==> config.mk <==
export PLATFORM = sky130hd
export DESIGN_NAME = conv_sequencer
export DESIGN_NICKNAME = d
export VERILOG_FILES = /design/src/rtl/cseq_pkg.sv /design/src/rtl/cseq_cfg_reg.sv /design/src/rtl/cseq_timer.sv /design/src/rtl/cseq_trunc.sv /design/src/rtl/conv_sequencer.sv
export SDC_FILE = /design/constraint.sdc
export NUM_CORES = 1
export LEC_CHECK = 0
export ABC_CLOCK_PERIOD_IN_PS = 2280
export BUFFER_PORTS_ARGS = -buffer_cell sky130_fd_sc_hd__buf_4
export CAP_MARGIN = 20
export CORE_MARGIN = 4
export CORE_UTILIZATION = 48
export DETAILED_ROUTE_END_ITERATION = 10
export PLACE_DENSITY = 0.85
export SETUP_SLACK_MARGIN = 0.2
export SLEW_MARGIN = 40
export SYNTH_ARGS = -nofsm -noshare
export SYNTH_HDL_FRONTEND = slang
export SYNTH_SLANG_ARGS = --single-unit
==> constraint.sdc <==
create_clock -name clk -period 2.28 [get_ports clk]
set_input_delay 0.456 -clock clk [delete_from_list [all_inputs] [get_ports clk]]
set_output_delay 0.456 -clock clk [all_outputs]
set_load 0.02 [all_outputs]
==> src/rtl/cseq_pkg.sv <==
package cseq_pkg;

    typedef enum logic [1:0] {
        ST_IDLE   = 2'd0,
        ST_CONT   = 2'd1,
        ST_SINGLE = 2'd2
    } seq_state_t;

endpackage

==> src/rtl/cseq_cfg_reg.sv <==
// Configuration holder: resolution code, shutdown bit, one-shot trigger.
module cseq_cfg_reg #(
    parameter int unsigned RES_W = 2
) (
    input  logic             clk,
    input  logic             rst,
    input  logic             wr_en,
    input  logic [RES_W+1:0] wr_data,
    output logic [RES_W-1:0] res_q,
    output logic             sd_q,
    output logic             os_pulse,
    output logic [RES_W+1:0] rd_data
);

    localparam int unsigned SD_BIT = RES_W;
    localparam int unsigned OS_BIT = RES_W + 1;

    always_ff @(posedge clk) begin
        if (rst) begin
            res_q    <= '0;
            sd_q     <= 1'b0;
            os_pulse <= 1'b0;
        end else begin
            // trigger lives for one clock and only when shutdown is written too
            os_pulse <= wr_en & wr_data[OS_BIT] & wr_data[SD_BIT];
            if (wr_en) begin
                res_q <= wr_data[RES_W-1:0];
                sd_q  <= wr_data[SD_BIT];
            end
        end
    end

    assign rd_data = {1'b0, sd_q, res_q};

endmodule

==> src/rtl/cseq_timer.sv <==
// Counts timebase ticks up to UNIT_TICKS << code.
module cseq_timer #(
    parameter int unsigned UNIT_TICKS = 2,
    parameter int unsigned RES_W      = 2
) (
    input  logic             clk,
    input  logic             rst,
    input  logic             clear,
    input  logic             tick_en,
    input  logic [RES_W-1:0] res,
    output logic             done,
    output logic [$clog2((UNIT_TICKS << ((1 << RES_W) - 1)) + 1)-1:0] cnt_o
);

    localparam int unsigned MAX_TICKS = UNIT_TICKS << ((1 << RES_W) - 1);
    localparam int unsigned CNT_W     = $clog2(MAX_TICKS + 1);

    logic [CNT_W-1:0] cnt_q;
    logic [CNT_W-1:0] last_cnt;

    assign last_cnt = CNT_W'((UNIT_TICKS << res) - 1);
    assign done     = tick_en && (cnt_q == last_cnt);
    assign cnt_o    = cnt_q;

    always_ff @(posedge clk) begin
        if (rst || clear || done) begin
            cnt_q <= '0;
        end else if (tick_en) begin
            cnt_q <= cnt_q + 1'b1;
        end
    end

endmodule

==> src/rtl/cseq_trunc.sv <==
// Zeroes result bits below the selected resolution.
module cseq_trunc #(
    parameter int unsigned RAW_W    = 12,
    parameter int unsigned MIN_BITS = 9,
    parameter int unsigned RES_W    = 2
) (
    input  logic [RAW_W-1:0] raw_i,
    input  logic [RES_W-1:0] res_i,
    output logic [RAW_W-1:0] trunc_o
);

    localparam int unsigned FIXED_LSB = RAW_W - MIN_BITS;

    for (genvar gi = 0; gi < RAW_W; gi++) begin : g_bit
        if (gi >= FIXED_LSB) begin : g_keep
            assign trunc_o[gi] = raw_i[gi];
        end else begin : g_sel
            assign trunc_o[gi] = raw_i[gi] & ((gi + int'(res_i)) >= FIXED_LSB);
        end
    end

endmodule

==> src/rtl/conv_sequencer.sv <==
module conv_sequencer
    import cseq_pkg::*;
#(
    parameter int unsigned RAW_W      = 12,
    parameter int unsigned MIN_BITS   = 9,
    parameter int unsigned RES_W      = 2,
    parameter int unsigned UNIT_TICKS = 2
) (
    input  logic             clk,
    input  logic             rst,
    input  logic             tick,
    input  logic             cfg_we,
    input  logic [RES_W+1:0] cfg_wdata,
    output logic [RES_W+1:0] cfg_rdata,
    input  logic [RAW_W-1:0] adc_raw,
    output logic             busy,
    output logic             sample_valid,
    output logic [RAW_W-1:0] sample
);

    localparam int unsigned CNT_W = $clog2((UNIT_TICKS << ((1 << RES_W) - 1)) + 1);

    seq_state_t       state_q, state_d;
    logic             start;
    logic             done;
    logic [RES_W-1:0] res_q;
    logic             sd_q;
    logic             os_pulse;
    logic [RES_W-1:0] conv_res_q;
    logic [RAW_W-1:0] trunc_w;
    logic [CNT_W-1:0] tmr_cnt;
    logic             valid_q;
    logic [RAW_W-1:0] sample_q;

    cseq_cfg_reg #(.RES_W(RES_W)) u_cfg (
        .clk      (clk),
        .rst      (rst),
        .wr_en    (cfg_we),
        .wr_data  (cfg_wdata),
        .res_q    (res_q),
        .sd_q     (sd_q),
        .os_pulse (os_pulse),
        .rd_data  (cfg_rdata)
    );

    cseq_timer #(.UNIT_TICKS(UNIT_TICKS), .RES_W(RES_W)) u_tmr (
        .clk     (clk),
        .rst     (rst),
        .clear   (start),
        .tick_en (busy & tick),
        .res     (conv_res_q),
        .done    (done),
        .cnt_o   (tmr_cnt)
    );

    cseq_trunc #(.RAW_W(RAW_W), .MIN_BITS(MIN_BITS), .RES_W(RES_W)) u_trunc (
        .raw_i   (adc_raw),
        .res_i   (conv_res_q),
        .trunc_o (trunc_w)
    );

    assign busy = (state_q != ST_IDLE);

    // next state and conversion start
    always_comb begin
        state_d = state_q;
        start   = 1'b0;
        unique case (state_q)
            ST_IDLE: begin
                if (!sd_q) begin
                    state_d = ST_CONT;
                    start   = 1'b1;
                end else if (os_pulse) begin
                    state_d = ST_SINGLE;
                    start   = 1'b1;
                end
            end
            ST_CONT: begin
                if (done) begin
                    if (sd_q) begin
                        state_d = ST_IDLE;
                    end else begin
                        start = 1'b1;
                    end
                end
            end
            ST_SINGLE: begin
                if (done) begin
                    state_d = ST_IDLE;
                end
            end
            default: state_d = ST_IDLE;
        endcase
    end

    // state register
    always_ff @(posedge clk) begin
        if (rst) begin
            state_q <= ST_IDLE;
        end else begin
            state_q <= state_d;
        end
    end

    // outputs and captured resolution
    always_ff @(posedge clk) begin
        if (rst) begin
            valid_q    <= 1'b0;
            sample_q   <= '0;
            conv_res_q <= '0;
        end else begin
            valid_q <= done;
            if (done) begin
                sample_q <= trunc_w;
            end
            if (start) begin
                conv_res_q <= res_q;
            end
        end
    end

    assign sample_valid = valid_q;
    assign sample       = sample_q;

endmodule

==> impl_metrics.py <==
metrics = {
    "global_route": {
        "grt_pass1_vias": 1021,
        "antenna_found_initial": 0,
        "overflow": 0,
        "grt.total_usage": 0.181,
        "grt_max_degree": 25,
        "grt_pass1_wl_um": 4520,
    },
    "timing": {
        "period_needed_ns": 1.88,
        "finalHoldViolations": 0,
        "finalSetupTns_ns": 0,
        "period_share": 0.824,
        "rsz0062_at_grt": "no",
        "fin_skew_ns": 0.00238,
        "slew_viol_final": 0,
        "setup_viol": 0,
        "tightest_slew_ns": 0.889,
        "max-slew-margin-rel": 0.405,
        "post-route-worst-setup-slack_ns": 0.400,
        "timing.fmax_ghz": 0.532,
    },
    "power": {
        "p_total_uw": 765,
        "powerDensity_nw_per_um2": 538,
        "clockPowerShare": 0.251,
        "switching_power_uw": 192,
        "p_int_uw": 573,
        "share_comb_of_total_power": 0.130,
        "p_sw_frac": 0.251,
        "peakVddDrop_v": 0.000341,
        "power_frac_seq": 0.619,
        "leakage_nw": 0.581,
    },
    "die": {
        "design.die.area_um2": 3160,
        "initial_core_util": 0.505,
        "std_cell_rows": 17,
        "die_w_um": 56.2,
        "pin_count": 38,
        "core_um2": 2210,
        "die_h_um": 56.2,
    },
    "worst_setup_path": {
        "start_kind": "flip-flop",
        "cp.required_ns": 2.54,
        "path_class": "flip-flop to flip-flop",
        "endpoint_kind": "flip-flop",
        "path_max_fanout": 12,
        "r2r_slack_ns": 0.40,
        "worstPathArrival_ns": 2.14,
    },
    "yosys": {
        "synth_seq_cells": 26,
        "syn_area_per_cell_um2": 8.72,
        "syn_area_um2": 1120,
        "ys_seq_area_frac": 0.466,
        "synth.distinct_cells": 33,
        "ys_warn_count": 0,
        "syn_nets": 149,
        "synthCells": 128,
    },
    "detailed_routing": {
        "antenna_left": 0,
        "post-route-drc-count": 0,
        "vias_per_cell": 5.56,
        "wl_um": 2660,
        "drt_first_pass_iters": 4,
        "first_iter_violations": 27,
        "routedWlPerCell_um": 14.1,
        "vias": 1046,
    },
    "finish": {
        "fin_util": 0.643,
        "fin_nets": 183,
        "fillers": 200,
        "stdcell_area_um2": 1420,
        "drive_gt1_frac": 0.269,
        "antennaDiodeCount": 0,
        "synthToLayoutAreaGrowth_pct": 27.4,
    },
    "cts": {
        "postCtsSetupBuffers": 0,
        "ctsResizeCount": 0,
        "cts-root-buf": "clkbuf_4",
        "path_clk_slew_ns": 0.13,
        "clk_latency_ns": 0.32,
        "cts_tree": "built",
        "htree_levels": 1,
        "clock_path_buffers": 2,
        "cts.sinks": 26,
        "hold_buffers": 0,
        "numCtsBuffers": 3,
    },
    "job": {
        "maxCapViolCount": 0,
    },
    "run_status": {
        "status": "finished clean",
    },
    "place": {
        "placed_area_um2": 1400,
        "io_buffer_count": 36,
        "dp.final_hpwl_um": 1980,
        "post-place-ws_ns": 0.366,
        "gp_congestion": 0.758,
    },
    "worst_hold_path": {
        "hold_class": "input port to flip-flop",
    },
}
-- synth_stat cells (all sizes together) --
library cell,instances,share of area
o21a,1,0.0067
dfxtp,26,0.47
xor2,5,0.039
xnor2,1,0.0078
buf,5,0.026
o211ai,1,0.0067
nand2b,6,0.034
nand3b,1,0.0067
o21ai,16,0.072
and3,1,0.0056
nand4,3,0.017
o2111ai,1,0.0078
a211oi,2,0.013
or4,1,0.0067
o31a,1,0.0078
or4b,1,0.0090
nor2,8,0.027
or4bb,1,0.010
o211a,1,0.0090
nand2,7,0.024
nor3,1,0.0045
conb,1,0.0034
clkbuf,4,0.013
nand3,10,0.045
inv,1,0.0034
nor3b,1,0.0067
nor4b,1,0.0078
a21oi,15,0.067
mux2i,4,0.036
ha,1,0.011
-- cell families after synthesis --
kind of cell / after synthesis / share of synthesized area
AO/OA/AOI/OAI: 38 / 0.191
XOR/XNOR: 6 / 0.0471
adder cells (fa/ha/maj): 1 / 0.0112
buffers and inverters: 10 / 0.0426
flip-flops: 26 / 0.466
multiplexers: 4 / 0.0359
other: 1 / 0.00336
AND/OR/NAND/NOR: 42 / 0.203
-- worst paths after layout --
kind,cells past startpoint,end,from
hold reg to reg,2,sample[9]$_SDFFE_PP0N_,sample[9]$_SDFFE_PP0N_
hold / removal,3,u_cfg.res_q[1]$_SDFFE_PP0P_,cfg_wdata[1]
setup / recovery,4,sample[2]$_SDFFE_PP0N_,u_tmr.cnt_o[1]$_SDFFE_PP0P_
setup reg to reg,4,sample[2]$_SDFFE_PP0N_,u_tmr.cnt_o[1]$_SDFFE_PP0P_
-- worst max-delay path, stage by stage, from the launching register on --
cell and delay [ns]:
dfxtp_1 0.43, or4bb_1 0.54, o211ai_1 0.44, o2111ai_1 0.22, a21oi_1 0.19
-- layout by cell type (no fill, tap or decap), types with 2 or more instances in the layout --
cell type	instances
buf_4	38
nand4_1	3
nand2b_1	6
xor2_1	5
mux2i_1	4
a211oi_1	2
o21ai_1	2
nand2_1	7
nor2_1	8
o21ai_0	14
nand3_1	10
clkbuf_4	3
dfxtp_1	26
a21oi_1	15
-- layout make-up --
| cell class | instances | area, um2 | area share |
|---|---|---|---|
| Clock buffer | 3 | 22.5 | 0.0158 |
| Inverter | 1 | 3.75 | 0.00264 |
| Multi-Input combinational cell | 92 | 554 | 0.390 |
| Sequential cell | 26 | 520 | 0.366 |
| Tap cell | 28 | 35.0 | 0.0246 |
| Timing Repair Buffer | 38 | 285 | 0.201 |
-- metrics by stage --
stage | instances | hold WS (ns)
5_1_grt | 188 | 0.375
2_1_floorplan | 128 | 0.463
3_3_place_gp | 185 | 0.464
4_1_cts | 188 | 0.357
3_5_place_dp | 185 | 0.472
6_report | 188 | 0.364
-- layer usage --
metal / vias up / wire (um) / GRT usage / part of all wire
met2: 33 / 1390 / 0.312 / 0.52
met5: - / 0 / 0 / 0
met1: 491 / 1060 / 0.199 / 0.40
met3: 5 / 163 / 0.0626 / 0.061
li1: 517 / - / - / -
met4: 0 / 41 / 0.0780 / 0.015
-- power groups by stage --
stage | combinational, mW | sequential (mW) | clock (mW)
floorplan | 0.0529 | 0.486 | 0
global placement | 0.0962 | 0.483 | 0
detailed placement | 0.0993 | 0.484 | 0
CTS | 0.0994 | 0.474 | 0.200
global route | 0.108 | 0.476 | 0.217
finish | 0.0993 | 0.474 | 0.192
-- state kept, by name, summed over array words and instances, names as in the netlist --
| signal | cells |
|---|---|
| sample | 12 |
| state_q | 2 |
| u_cfg.res_q | 2 |
| sample_valid | 1 |
| u_tmr.cnt_o | 5 |
| conv_res_q | 2 |
| u_cfg.os_pulse | 1 |
| u_cfg.sd_q | 1 |
Power figures use the tool's default switching activity.
